## src/rtl/cct_pkg.sv

```systemverilog
package cct_pkg;
  typedef enum logic [1:0] {
    EDGE_NONE = 2'b00,
    EDGE_RISE = 2'b01,
    EDGE_FALL = 2'b10,
    EDGE_BOTH = 2'b11
  } edge_sel_e;

  localparam int          BUS_AW = 3;
  localparam logic [2:0]  A_CNT  = 3'd0;
  localparam logic [2:0]  A_CTRL = 3'd1;
  localparam logic [2:0]  A_EDGE = 3'd2;
  localparam logic [2:0]  A_FLAG = 3'd3;
  localparam logic [2:0]  A_CH0  = 3'd4;
endpackage

```

## src/rtl/cct_insync.sv

```systemverilog
module cct_insync
  import cct_pkg::*;
#(
  parameter int STAGES = 2
) (
  input  logic       clk,
  input  logic       rst_n,
  input  logic       pin_i,
  input  logic [1:0] edge_sel_i,
  output logic       evt_o
);
  logic [STAGES:0] sh_q;
  logic [STAGES:0] sh_d;
  logic            level;
  logic            prev;

  assign sh_d  = {sh_q[STAGES-1:0], pin_i};
  assign level = sh_q[STAGES-1];
  assign prev  = sh_q[STAGES];

  always_ff @(posedge clk or negedge rst_n) begin
    if (!rst_n) sh_q <= '0;
    else        sh_q <= sh_d;
  end

  always_comb begin
    case (edge_sel_e'(edge_sel_i))
      EDGE_RISE: evt_o = level & ~prev;
      EDGE_FALL: evt_o = ~level & prev;
      EDGE_BOTH: evt_o = level ^ prev;
      default:   evt_o = 1'b0;
    endcase
  end
endmodule

```

## src/rtl/cct_counter.sv

```systemverilog
module cct_counter #(
  parameter int CNT_W = 16
) (
  input  logic             clk,
  input  logic             rst_n,
  input  logic             load_i,
  input  logic [CNT_W-1:0] load_val_i,
  input  logic             reload_i,
  output logic [CNT_W-1:0] cnt_o,
  output logic             wrap_o
);
  localparam logic [CNT_W-1:0] CNT_MAX = {CNT_W{1'b1}};

  logic [CNT_W-1:0] cnt_q;
  logic [CNT_W-1:0] cnt_d;

  always_comb begin
    if (load_i)        cnt_d = load_val_i;
    else if (reload_i) cnt_d = '0;
    else               cnt_d = cnt_q + 1'b1;
  end

  always_ff @(posedge clk or negedge rst_n) begin
    if (!rst_n) cnt_q <= '0;
    else        cnt_q <= cnt_d;
  end

  assign cnt_o  = cnt_q;
  assign wrap_o = !load_i && !reload_i && (cnt_q == CNT_MAX);


  cnt_step_chk: assert property (@(posedge clk) disable iff (!rst_n)
    (!load_i && !reload_i) |=> (cnt_q == CNT_W'($past(cnt_q) + 1'b1)));
endmodule

```

## src/rtl/cct_chan.sv

```systemverilog
module cct_chan #(
  parameter int CNT_W = 16
) (
  input  logic             clk,
  input  logic             rst_n,
  input  logic             cmp_mode_i,
  input  logic             wr_en_i,
  input  logic [CNT_W-1:0] wr_data_i,
  input  logic [CNT_W-1:0] cnt_i,
  input  logic             cap_evt_i,
  output logic [CNT_W-1:0] val_o,
  output logic             hit_o,
  output logic             match_o,
  output logic             pulse_o
);
  logic [CNT_W-1:0] val_q;
  logic [CNT_W-1:0] val_d;
  logic             pulse_q;

  assign match_o = cmp_mode_i && (cnt_i == val_q);
  assign hit_o   = match_o || (!cmp_mode_i && cap_evt_i);

  always_comb begin
    val_d = val_q;
    if (cmp_mode_i) begin
      if (wr_en_i) val_d = wr_data_i;
    end else if (cap_evt_i) begin
      val_d = cnt_i;
    end
  end

  always_ff @(posedge clk or negedge rst_n) begin
    if (!rst_n) begin
      val_q   <= '0;
      pulse_q <= 1'b0;
    end else begin
      val_q   <= val_d;
      pulse_q <= match_o;
    end
  end

  assign val_o   = val_q;
  assign pulse_o = pulse_q;


  cap_wr_ignore_chk: assert property (@(posedge clk) disable iff (!rst_n)
    (!cmp_mode_i && !cap_evt_i) |=> $stable(val_q));


  cap_value_chk: assert property (@(posedge clk) disable iff (!rst_n)
    (!cmp_mode_i && cap_evt_i) |=> (val_q == $past(cnt_i)));


  pulse_mode_chk: assert property (@(posedge clk) disable iff (!rst_n)
    pulse_q |-> $past(cmp_mode_i));
endmodule

```

## src/rtl/cc_timer4.sv

```systemverilog
module cc_timer4
  import cct_pkg::*;
#(
  parameter int CNT_W       = 16,
  parameter int N_CH        = 4,
  parameter int SYNC_STAGES = 2
) (
  input  logic              clk,
  input  logic              rst_n,
  input  logic              bus_sel,
  input  logic              bus_wr,
  input  logic [BUS_AW-1:0] bus_addr,
  input  logic [CNT_W-1:0]  bus_wdata,
  output logic [CNT_W-1:0]  bus_rdata,
  input  logic [N_CH-1:0]   cap_pin,
  output logic              irq_o,
  output logic [N_CH-1:0]   cmp_pulse_o
);
  localparam int OVF_BIT  = N_CH;
  localparam int FLAG_W   = N_CH + 1;
  localparam int IE_BIT   = N_CH;
  localparam int RST_BIT  = N_CH + 1;
  localparam int FCLR_BIT = N_CH + 2;
  localparam int CTRL_W   = N_CH + 3;
  localparam int EDGE_W   = 2 * N_CH;
  localparam int CH_IW    = $clog2(N_CH);
  localparam logic [CNT_W-1:0] CNT_MAX = {CNT_W{1'b1}};

  // reset: asserted asynchronously, released after two clock edges
  logic [1:0] rst_pipe_q;
  logic       rst_ni;
  always_ff @(posedge clk or negedge rst_n) begin
    if (!rst_n) rst_pipe_q <= '0;
    else        rst_pipe_q <= {rst_pipe_q[0], 1'b1};
  end
  assign rst_ni = rst_pipe_q[1];

  // bus decode
  logic              acc_cnt, wr_cnt, wr_ctrl, wr_edge, wr_flag, ch_sel;
  logic [BUS_AW-1:0] ch_off;
  logic [CH_IW-1:0]  ch_idx;
  logic [N_CH-1:0]   ch_wr;

  assign acc_cnt = bus_sel && (bus_addr == A_CNT);
  assign wr_cnt  = acc_cnt && bus_wr;
  assign wr_ctrl = bus_sel && bus_wr && (bus_addr == A_CTRL);
  assign wr_edge = bus_sel && bus_wr && (bus_addr == A_EDGE);
  assign wr_flag = bus_sel && bus_wr && (bus_addr == A_FLAG);
  assign ch_sel  = bus_addr >= A_CH0;
  assign ch_off  = bus_addr - A_CH0;
  assign ch_idx  = ch_off[CH_IW-1:0];

  // configuration and flag state
  logic [CTRL_W-1:0] ctrl_q, ctrl_d;
  logic [EDGE_W-1:0] edge_q, edge_d;
  logic [FLAG_W-1:0] flag_q, flag_d, flag_set, flag_clr;

  logic [CNT_W-1:0] cnt;
  logic             wrap;
  logic             reload;
  logic [N_CH-1:0]  cap_evt, ch_hit, ch_match;
  logic [CNT_W-1:0] ch_val [N_CH];

  always_comb begin
    ctrl_d = ctrl_q;
    edge_d = edge_q;
    if (wr_ctrl) ctrl_d = bus_wdata[CTRL_W-1:0];
    if (wr_edge) edge_d = bus_wdata[EDGE_W-1:0];
  end

  always_comb begin
    flag_set = {wrap, ch_hit};
    flag_clr = '0;
    if (wr_flag)                      flag_clr = flag_clr | bus_wdata[FLAG_W-1:0];
    if (ctrl_q[FCLR_BIT] && acc_cnt)  flag_clr = '1;
    flag_d = (flag_q & ~flag_clr) | flag_set;
  end

  always_ff @(posedge clk or negedge rst_ni) begin
    if (!rst_ni) begin
      ctrl_q <= '0;
      edge_q <= '0;
      flag_q <= '0;
    end else begin
      ctrl_q <= ctrl_d;
      edge_q <= edge_d;
      flag_q <= flag_d;
    end
  end

  assign reload = ctrl_q[RST_BIT] && ch_match[N_CH-1];

  cct_counter #(.CNT_W(CNT_W)) u_cnt (
    .clk        (clk),
    .rst_n      (rst_ni),
    .load_i     (wr_cnt),
    .load_val_i (bus_wdata),
    .reload_i   (reload),
    .cnt_o      (cnt),
    .wrap_o     (wrap)
  );

  for (genvar g = 0; g < N_CH; g++) begin : g_ch
    assign ch_wr[g] = bus_sel && bus_wr && ch_sel && (ch_idx == CH_IW'(g));

    cct_insync #(.STAGES(SYNC_STAGES)) u_sync (
      .clk        (clk),
      .rst_n      (rst_ni),
      .pin_i      (cap_pin[g]),
      .edge_sel_i (edge_q[2*g +: 2]),
      .evt_o      (cap_evt[g])
    );

    cct_chan #(.CNT_W(CNT_W)) u_chan (
      .clk        (clk),
      .rst_n      (rst_ni),
      .cmp_mode_i (ctrl_q[g]),
      .wr_en_i    (ch_wr[g]),
      .wr_data_i  (bus_wdata),
      .cnt_i      (cnt),
      .cap_evt_i  (cap_evt[g]),
      .val_o      (ch_val[g]),
      .hit_o      (ch_hit[g]),
      .match_o    (ch_match[g]),
      .pulse_o    (cmp_pulse_o[g])
    );
  end

  always_comb begin
    case (bus_addr)
      A_CNT:   bus_rdata = cnt;
      A_CTRL:  bus_rdata = CNT_W'(ctrl_q);
      A_EDGE:  bus_rdata = CNT_W'(edge_q);
      A_FLAG:  bus_rdata = CNT_W'(flag_q);
      default: bus_rdata = ch_val[ch_idx];
    endcase
  end

  assign irq_o = flag_q[OVF_BIT] && ctrl_q[IE_BIT];


  ovf_source_chk: assert property (@(posedge clk) disable iff (!rst_ni)
    $rose(flag_q[OVF_BIT]) |-> ($past(cnt) == CNT_MAX));


  no_overflow_chk: assert property (@(posedge clk) disable iff (!rst_ni)
    (ctrl_q[RST_BIT] && ctrl_q[N_CH-1] && ch_val[N_CH-1] == CNT_MAX &&
     cnt == CNT_MAX && !wr_cnt) |=> !$rose(flag_q[OVF_BIT]));


  fast_clear_chk: assert property (@(posedge clk) disable iff (!rst_ni)
    (ctrl_q[FCLR_BIT] && acc_cnt && !wrap) |=> !flag_q[OVF_BIT]);
endmodule

```

## config.mk

```make
export PLATFORM = sky130hd
export DESIGN_NAME = cc_timer4
export DESIGN_NICKNAME = d
export VERILOG_FILES = /design/src/rtl/cct_pkg.sv /design/src/rtl/cct_insync.sv /design/src/rtl/cct_counter.sv /design/src/rtl/cct_chan.sv /design/src/rtl/cc_timer4.sv
export SDC_FILE = /design/constraint.sdc
export NUM_CORES = 1
export LEC_CHECK = 0
export CORE_ASPECT_RATIO = 1.4
export CORE_MARGIN = 2
export CORE_UTILIZATION = 50
export DETAILED_ROUTE_END_ITERATION = 10
export DONT_BUFFER_PORTS = 1
export PLACE_DENSITY = 0.64
export SYNTH_ARGS = -nofsm -noshare
export SYNTH_HDL_FRONTEND = slang
export SYNTH_SLANG_ARGS = --single-unit
```

## constraint.sdc

```tcl
create_clock -name clk -period 3.5 [get_ports clk]
set_input_delay 0.525 -clock clk [delete_from_list [all_inputs] [get_ports clk]]
set_output_delay 0.525 -clock clk [all_outputs]
set_load 0.02 [all_outputs]
```

# Word level (Yosys, flattened, before mapping)
# Index checks and enable logic that the tools add are counted.
op_classes:
  add_sub_neg: 2
  magnitude_cmp: 2
  n_eq_ne: 27
  mux: 24
  bitwise: 24
  n_reduce_logical: 44
op_table:
  columns: ["cell", "count"]
  rows:
  - ["$mux 16", 16]
  - ["$eq 16x16->1", 4]
  - ["$pmux 16 s4", 1]
  - ["$bmux 16 s2", 1]
  - ["$logic_and 1x1->1", 24]
  - ["$eq 2x2->1 const B", 10]
  - ["$add 16x1->16 const B", 1]
  - ["$eq 16x16->1 const B", 1]
  - ["$pmux 1 s3", 4]
  - ["$eq 2x1->1 const B", 5]
  - ["$mux 5", 2]
  - ["$and 1x1->1", 8]
  - ["$ne 2x1->1 const B", 4]
  - ["$not 1->1", 8]
  - ["$reduce_and 2->1", 4]
  - ["$reduce_bool 2->1", 4]
  - ["$eq 3x2->1 const B", 2]
  - ["$ge 3x3->1 const B", 2]
  - ["$logic_not 1->1", 6]
  - ["$and 5x5->5", 1]
  - ["$not 5->5", 1]
  - ["$or 5x5->5", 1]
  - ["$logic_or 1x1->1", 4]
  - ["$xor 1x1->1", 4]
  - ["5 further kinds", 5]
totals:
  regBits: 118
  in_bits: 27
  out_inout_bits: 21
  word_cells: 140

# Logic depth before layout (Yosys ltp)
# Gate-level depths: netlist (run 1).
logic_depth:
  ltp_word: 7
  depth_mapped: 8
  ltp_nobuf: 7

# By module
# A second synthesis (run 1) with hierarchy kept.
hier_totals:
  hier_cells: 675
  hier_area_um2: 7020.5
modules_own_cells:
  columns: ["module", "instances", "cells_each", "area_each_um2", "seq_area_each_um2"]
  rows:
  - ["cct_chan", 4, 96, 967.2, 425.4]
  - ["cc_timer4", 1, 160, 1759.2, 550.5]
  - ["cct_counter", 1, 83, 857.1, 400.4]
  - ["cct_insync", 4, 12, 133.9, 75.1]

# Worst setup path after synthesis (run 1)
# OpenSTA, ideal clock, no wires.
synth_path:
  kind: "input port to output port"
  from: "input port bus_addr[0]"
  to: "output port bus_rdata[0]"
  t_arrival_ps: 1639
  required_time_ps: 2975
  path_slack_ps: 1336
  path_stages: 3
  path_buffers: 1
  cell_sequence: "buf_2 > mux4_2 > mux2_2"
synth_between:
  elab_chain_len: 6
  word_cells_on_any_way: 10
  cone_classes: "add/sub (1); eq/ne (3); mux (4); bitwise (1); reduce/logical (1)"
synth_rtl:
  columns: ["item", "line", "text"]
  rows:
  - ["from (decl)", "cc_timer4.sv:12", "input logic [BUS_AW-1:0] bus_addr,"]
  - ["$sub 2x1->2", "cc_timer4.sv:50", "assign ch_off = bus_addr - A_CH0;"]
  - ["$not 2->3 (implied by the code)", "cc_timer4.sv:135", "default: bus_rdata = ch_val[ch_idx];"]
  - ["$bmux 16 s2", "cc_timer4.sv:135", null]
  - ["$mux 16 (implied by the code) (2 in a row)", "cc_timer4.sv:135", null]
  - ["$pmux 16 s4 (*)", "cc_timer4.sv:130", "case (bus_addr)"]
  - ["to (decl)", "cc_timer4.sv:14", "output logic [CNT_W-1:0] bus_rdata,"]
# Every way passes the cells marked *; elsewhere a longest branch is shown, timed or not. The select of a mux whose other input is x is not followed.

# Worst setup path in the final report (run 1)
layout_path:
  from: "register ctrl_q[2]"
  to: "output port bus_rdata[2]"
layout_between:
  elab_chain_len: 1
layout_rtl:
  columns: ["item", "line", "text"]
  rows:
  - ["from (decl)", "cc_timer4.sv:54", "logic [CTRL_W-1:0] ctrl_q, ctrl_d;"]
  - ["from (signal assigned)", "cc_timer4.sv:85", "ctrl_q <= ctrl_d;"]
  - ["$pmux 16 s4", "cc_timer4.sv:130", null]
# Every way passes these cells.

==> results of run 1 <==
synth_stat cells, types with 3 or more instances:
cell	n	area (µm²)
mux2_1	9	101.4
inv_1	15	56.30
a311o_1	4	40.04
a31oi_4	3	63.81
mux4_2	21	473.0
nor4_1	5	31.28
xor2_1	10	87.58
mux2i_1	7	70.07
nor3_1	4	20.02
a21oi_1	7	35.03
buf_4	14	105.1
nand3b_1	4	30.03
xnor2_1	65	569.3
dfrtp_1	118	2953
buf_6	8	90.09
mux2_4	20	300.3
mux2_2	103	1160
o21ai_0	16	80.08
buf_2	17	85.08
nand4_1	13	81.33
and2_1	3	18.77
ha_1	9	112.6
nand2_1	24	90.09
and3_1	4	25.02
clkbuf_1	13	48.80
a22o_1	23	201.4
nor2b_1	9	56.30
nor2_1	19	71.32
nand3_1	9	45.04
registers in the layout, summed over array words and instances, names as in the netlist:
register / flops
ctrl_q: 7
u_cnt.cnt_o: 16
g_ch.u_chan.val_o: 64
g_ch.u_sync.sh_q: 12
flag_q: 5
g_ch.u_chan.pulse_o: 4
rst_pipe_q: 2
edge_q: 8
metal layers:
layer  GRT usage  share of wire
met1      0.3275           0.40
met2      0.4363           0.50
met3     0.06748          0.053
met4      0.1519          0.048
met5           0              0
worst reg2reg max path, cell delays in order, from the launching register on:
cell and delay (ns):
dfrtp_1 1.13, a21oi_1 0.23, a31oi_4 0.82, mux2_2 0.43
per-stage QoR:
stage / area (µm²) / utilization
floorplan: 7421 / -
global placement: 7391 / 0.5094
detailed placement: 7391 / 0.5094
CTS: 7975 / 0.5497
global route: 7975 / 0.5497
finish: 7975 / 0.5497
final cells by class:
cell class	instances	area share
multi-input combinational	418	0.5108
sequential	118	0.3707
clock buffer	24	0.06291
tap	189	0.02965
clock inverter	8	0.009099
timing repair buffer	7	0.008472
inverter	17	0.008315
power breakdown:
group | switching, mW | internal, mW
clock | 0.624 | 1.06
sequential | 0.783 | 1.86
combinational | 1.06 | 1.43
path summary, 6_finish.rpt:
path,from,end,cells after the start
setup / recovery,ctrl_q[2],bus_rdata[2],3
hold / removal,cap_pin[3],g_ch[3].u_sync.sh_q[0],0
setup reg to reg,ctrl_q[0],g_ch[0].u_chan.val_o[3],3
hold reg to reg,g_ch[0].u_sync.sh_q[0],g_ch[0].u_sync.sh_q[1],0
max in group asynchronous,rst_pipe_q[1],g_ch[1].u_chan.val_o[12],1
min in group asynchronous,rst_n,rst_pipe_q[1],1
cells by family after synthesis:
logic type,synth area share
fa+ha+maj,0.01518
xor+xnor,0.08853
compound gates,0.06880
mux,0.2836
simple gates,0.09157
buf+inv,0.05379
flops,0.3980
other cells,0.0005054
==> qor.txt, run 1 <==
max-cap violations: 0
Num CTS Buffers: 17
FFs w/ async S/R, synth: 1.000
critical path cell sequence: buf_4, mux4_2, mux2_2
GP Congestion: 0.9266
largest net degree at the start of global routing: 67
Tcrit/Tclk final: 0.7951
Fill cells: 1,216
Initial Utilization: 0.5114
CP Max Fanout: 14
most common cell after layout, fill and taps aside: dfrtp_1
worst slew pin tran: 1.205 ns
register-to-register setup slack: 0.79 ns
status: finished, final reports clean
Setup CP Type: reg -> out
die height: 148.1 µm
GRT Util Overall: 0.2694
drt via density: 6.229
Max VDD drop: 413.3 µV
clock skew: 0.009586 ns
post-layout min period: 2.783 ns
share of post-route cells with drive strength above 1: 0.3361
I/O pin cnt: 48
arrival time worst endpoint: 2.26 ns
routed len/inst: 25.46 µm
die width: 107.0 µm
Max stage delay on crit path: 0.67 ns
die area: 15,840 µm²
Sequential cell area: 2957 µm²
FMAX: 359.3 MHz
Final Total Pwr: 6.823 mW
Sink Count: 118
footprint of the multi-input gates: 4074 µm²
Area Overhead vs Synth: 7.487%
data required time at the worst endpoint: 2.97 ns
hold_ws: 0.1241 ns
Post-Layout Cell Count: 781
Clock transition at path regs: 0.06 ns
Routed WL: 19,890 µm
dpl ws: 0.8429 ns
via count: 4,865
DRC: 0
Avg Inst Size Synth: 12.24 µm²
TNS Setup: 0 ns
leading cell types in the layout, fill and taps excluded: 117 x dfrtp_1, 103 x mux2_2, 65 x xnor2_1
Final Hold Viols: 0
number of antenna violations at the first check in global routing: 0
placed cell count: 748
Nets: 615
Setup-failing EPs final: 0
Core Area: 14,510 µm²
vias in the first global route: 5,148
cts repair resizes: 0
FF+latch count, synth: 118
area of the mapped netlist: 7420 µm²
Leak: 3.307 nW
initial DRC count: 293
IO buf count: 0
Max Root-Sink Buffers: 2
H-tree Lvls: 4
Placement Rows: 52
root buffer cell: clkbuf_16
syn nets: 642
DPL Wire Length: 13,330 µm
Crit. End Element: output pin
CP Launch Type: register
Seq/Total Area, Yosys: 0.3980
Final ANT Viol Nets: 0
Synth Warn #: 0
power density over the cells: 855.5 nW/µm²
global-route wire length before repair: 31,270 µm
max_slew headroom: 0.1964
Diodes inserted: 0
post-synthesis cell type count: 52
Top FF cell, synth: dfrtp_1
Critical-path top delay cell: dfrtp_1
RSZ-0062 raised after global routing: no
CTS tree: built
setup ws final: 0.7171 ns
Max Slew Vio Count: 0
Hold Path Class: in -> reg
Hold Buf Count CTS: 1
family with the most delay on the worst path: multiplexers
remaining global-route overflow: 0
Buf/Inv on CP: 1
Post-Syn Instances: 606
drt first pass iters: 5
number of synthesized flops with an enable pin: 0
clock latency on the worst-skew pair: 0.43 ns
Setup Buffers After CTS: 0
Note: power is estimated with default switching activity, not from simulation.
==> run 2, diff against run 1 <==
==> constraint.sdc (replaced) <==
create_clock -name clk -period 2.27 [get_ports clk]
set_input_delay 0.3405 -clock clk [delete_from_list [all_inputs] [get_ports clk]]
set_output_delay 0.3405 -clock clk [all_outputs]
set_load 0.02 [all_outputs]
==> run 2 against run 1 <==
Compared with the run above:
- clock power increased by 64%
- largest power group is now combinational logic
- clock skew up 0.0029 ns
- count of clock-buffer cells in the layout fell by 4
- design area increased by 4.9%
- worst setup slack worse by 0.68 ns
- non-clock buffer count up 33
- final cell count increased by 4.2%
- sequential share of layout area down 1.7 points
- first-iteration DRC count grew 0.68%
==> qor.txt, run 2 (synthesis gave the netlist of run 1 again) <==
status: finished, final reports clean
combinational power share: 0.402
Diodes inserted: 0
Initial Utilization: 0.5114
Tcrit/Tclk final: 0.9820
Num CTS Buffers: 17
root buffer cell: clkbuf_16
Routed WL: 20,500 µm
Critical-path top delay cell: dfrtp_2
Register-to-Register Path Depth: 6
hold_ws: 0.04696 ns
Core Area: 14,510 µm²
share of post-route cells with drive strength above 1: 0.3680
drt via density: 6.088
Max stage delay on crit path: 0.47 ns
worst r2r src: u_cnt.cnt_o[7]
Buf/Inv on CP: 1
die height: 148.1 µm
global-route wire length before repair: 31,190 µm
sequential share of power: 0.345
DRC: 0
CTS tree: built
Max Slew Vio Count: 0
clock latency on the worst-skew pair: 0.43 ns
Final Total Pwr: 10.96 mW
I/O pin cnt: 48
Sw Ratio: 0.3554
number of antenna violations at the first check in global routing: 0
final core utilization: 0.5768
worst min-delay path startpoint: bus_wdata[6]
die area: 15,840 µm²
Final ANT Viol Nets: 0
setup ws final: 0.04082 ns
switching power: 3.894 mW
Sink Count: 118
arrival time worst endpoint: 1.89 ns
worst slew pin tran: 0.5888 ns
Crit. End Element: output pin
Nets: 648
Hold Path Class: in -> reg
Placement Rows: 52
vias in the first global route: 5,229
power density over the cells: 1309 nW/µm²
initial DRC count: 295
max_slew headroom: 0.6075
critical path cell sequence: buf_4, mux4_2, mux2_2
family with the most delay on the worst path: multiplexers
H-tree Lvls: 4
max reg flops: 64
clock network power share: 0.254
largest net degree at the start of global routing: 45
leading cell types in the layout, fill and taps excluded: 116 x dfrtp_1, 103 x mux2_2, 65 x xnor2_1
register-to-register setup slack: 0.19 ns
r2r endpoint: flag_q[0]
Max Root-Sink Buffers: 2
DPL Wire Length: 14,090 µm
remaining global-route overflow: 0
CP Max Fanout: 8
via count: 4,956
data required time at the worst endpoint: 1.93 ns
hold worst-path end: ctrl_q[6]
Leak: 3.524 nW
RSZ-0062 raised after global routing: no
Max VDD drop: 601.6 µV
Cell Int Power: 7.062 mW
die width: 107.0 µm
Setup-failing EPs final: 0
CP Launch Type: register
GRT Util Overall: 0.2712
most common cell after layout, fill and taps aside: dfrtp_1
TNS Setup: 0 ns
routed len/inst: 25.19 µm
FMAX: 448.6 MHz
drt first pass iters: 5
IO buf count: 0
dpl ws: 0.2894 ns
clock skew: 0.01252 ns
Setup CP Type: reg -> out
GP Congestion: 0.8927
hold path cells: 1
max-cap violations: 0
post-layout min period: 2.229 ns
Area Overhead vs Synth: 12.78%
Final Hold Viols: 0
Clock transition at path regs: 0.06 ns
[run 2: cell count changes in the layout (fill, tap and decap cells not counted), sizes merged, moves of 2 or more]
cell and delta:
bufinv +2, buf +29, dlygate4sd3 +4, clkinv +2
clkbuf -4
[run 2: cell type report]
| type | count | area (µm²) |
|---|---|---|
| inverters | 17 | 66.31 |
| multi-input cells | 418 | 4074 |
| clock buffers | 20 | 456.7 |
| clock inverters | 12 | 151.4 |
| repair buffers | 40 | 425.4 |
| fillers | 1190 | 6141 |
| flip-flops and latches | 118 | 2958 |
| well taps | 189 | 236.5 |
[run 2: per-layer routing]
layer  track usage  wire [µm]  vias to the layer above
met5             0          0                        -
met4       0.09156        499                        0
met3       0.07230        946                       36
met2        0.4627      10630                      130
met1        0.3326       8429                     2586
li1              -          -                     2204
[run 2: power by group through the flow]
| stage | registers, mW | clock network [mW] | logic [mW] |
|---|---|---|---|
| global placement | 3.75 | 0 | 4.28 |
| detailed placement | 3.79 | 0 | 4.36 |
| finish | 3.78 | 2.78 | 4.40 |
| floorplan | 3.41 | 0 | 3.58 |
| CTS | 3.76 | 2.81 | 4.40 |
| global route | 3.87 | 2.91 | 4.68 |
[run 2: worst max-delay path by stage]
stage | startpoint | to | slack (ns) | cells after the start
3_5_place_dp | g_ch[3].u_sync.sh_q[1] | g_ch[3].u_chan.val_o[1] | 0.29 | 8
2_1_floorplan | rst_pipe_q[1] | ctrl_q[0] | 0.30 | 0
4_1_cts | u_cnt.cnt_o[4] | bus_rdata[4] | 0.03 | 3
5_1_grt | u_cnt.cnt_o[1] | bus_rdata[1] | 0.002 | 2
6_report | u_cnt.cnt_o[4] | bus_rdata[4] | 0.04 | 3
3_3_place_gp | u_cnt.cnt_o[1] | u_cnt.cnt_o[14] | 0.31 | 6
[run 2: timing repair]
item	CTS	global route
resized for setup	1	0
endpoints found under the hold margin	6	0
buffers inserted	0	0
endpoints found under the setup margin	1	0
hold buffers	5	0
[run 2: through the flow]
step / cells / instance area, µm²
after floorplan: 606 / 7421
after global placement: 777 / 7709
after detailed placement: 777 / 7709
after CTS: 814 / 8368
after global routing: 814 / 8368
final: 814 / 8368
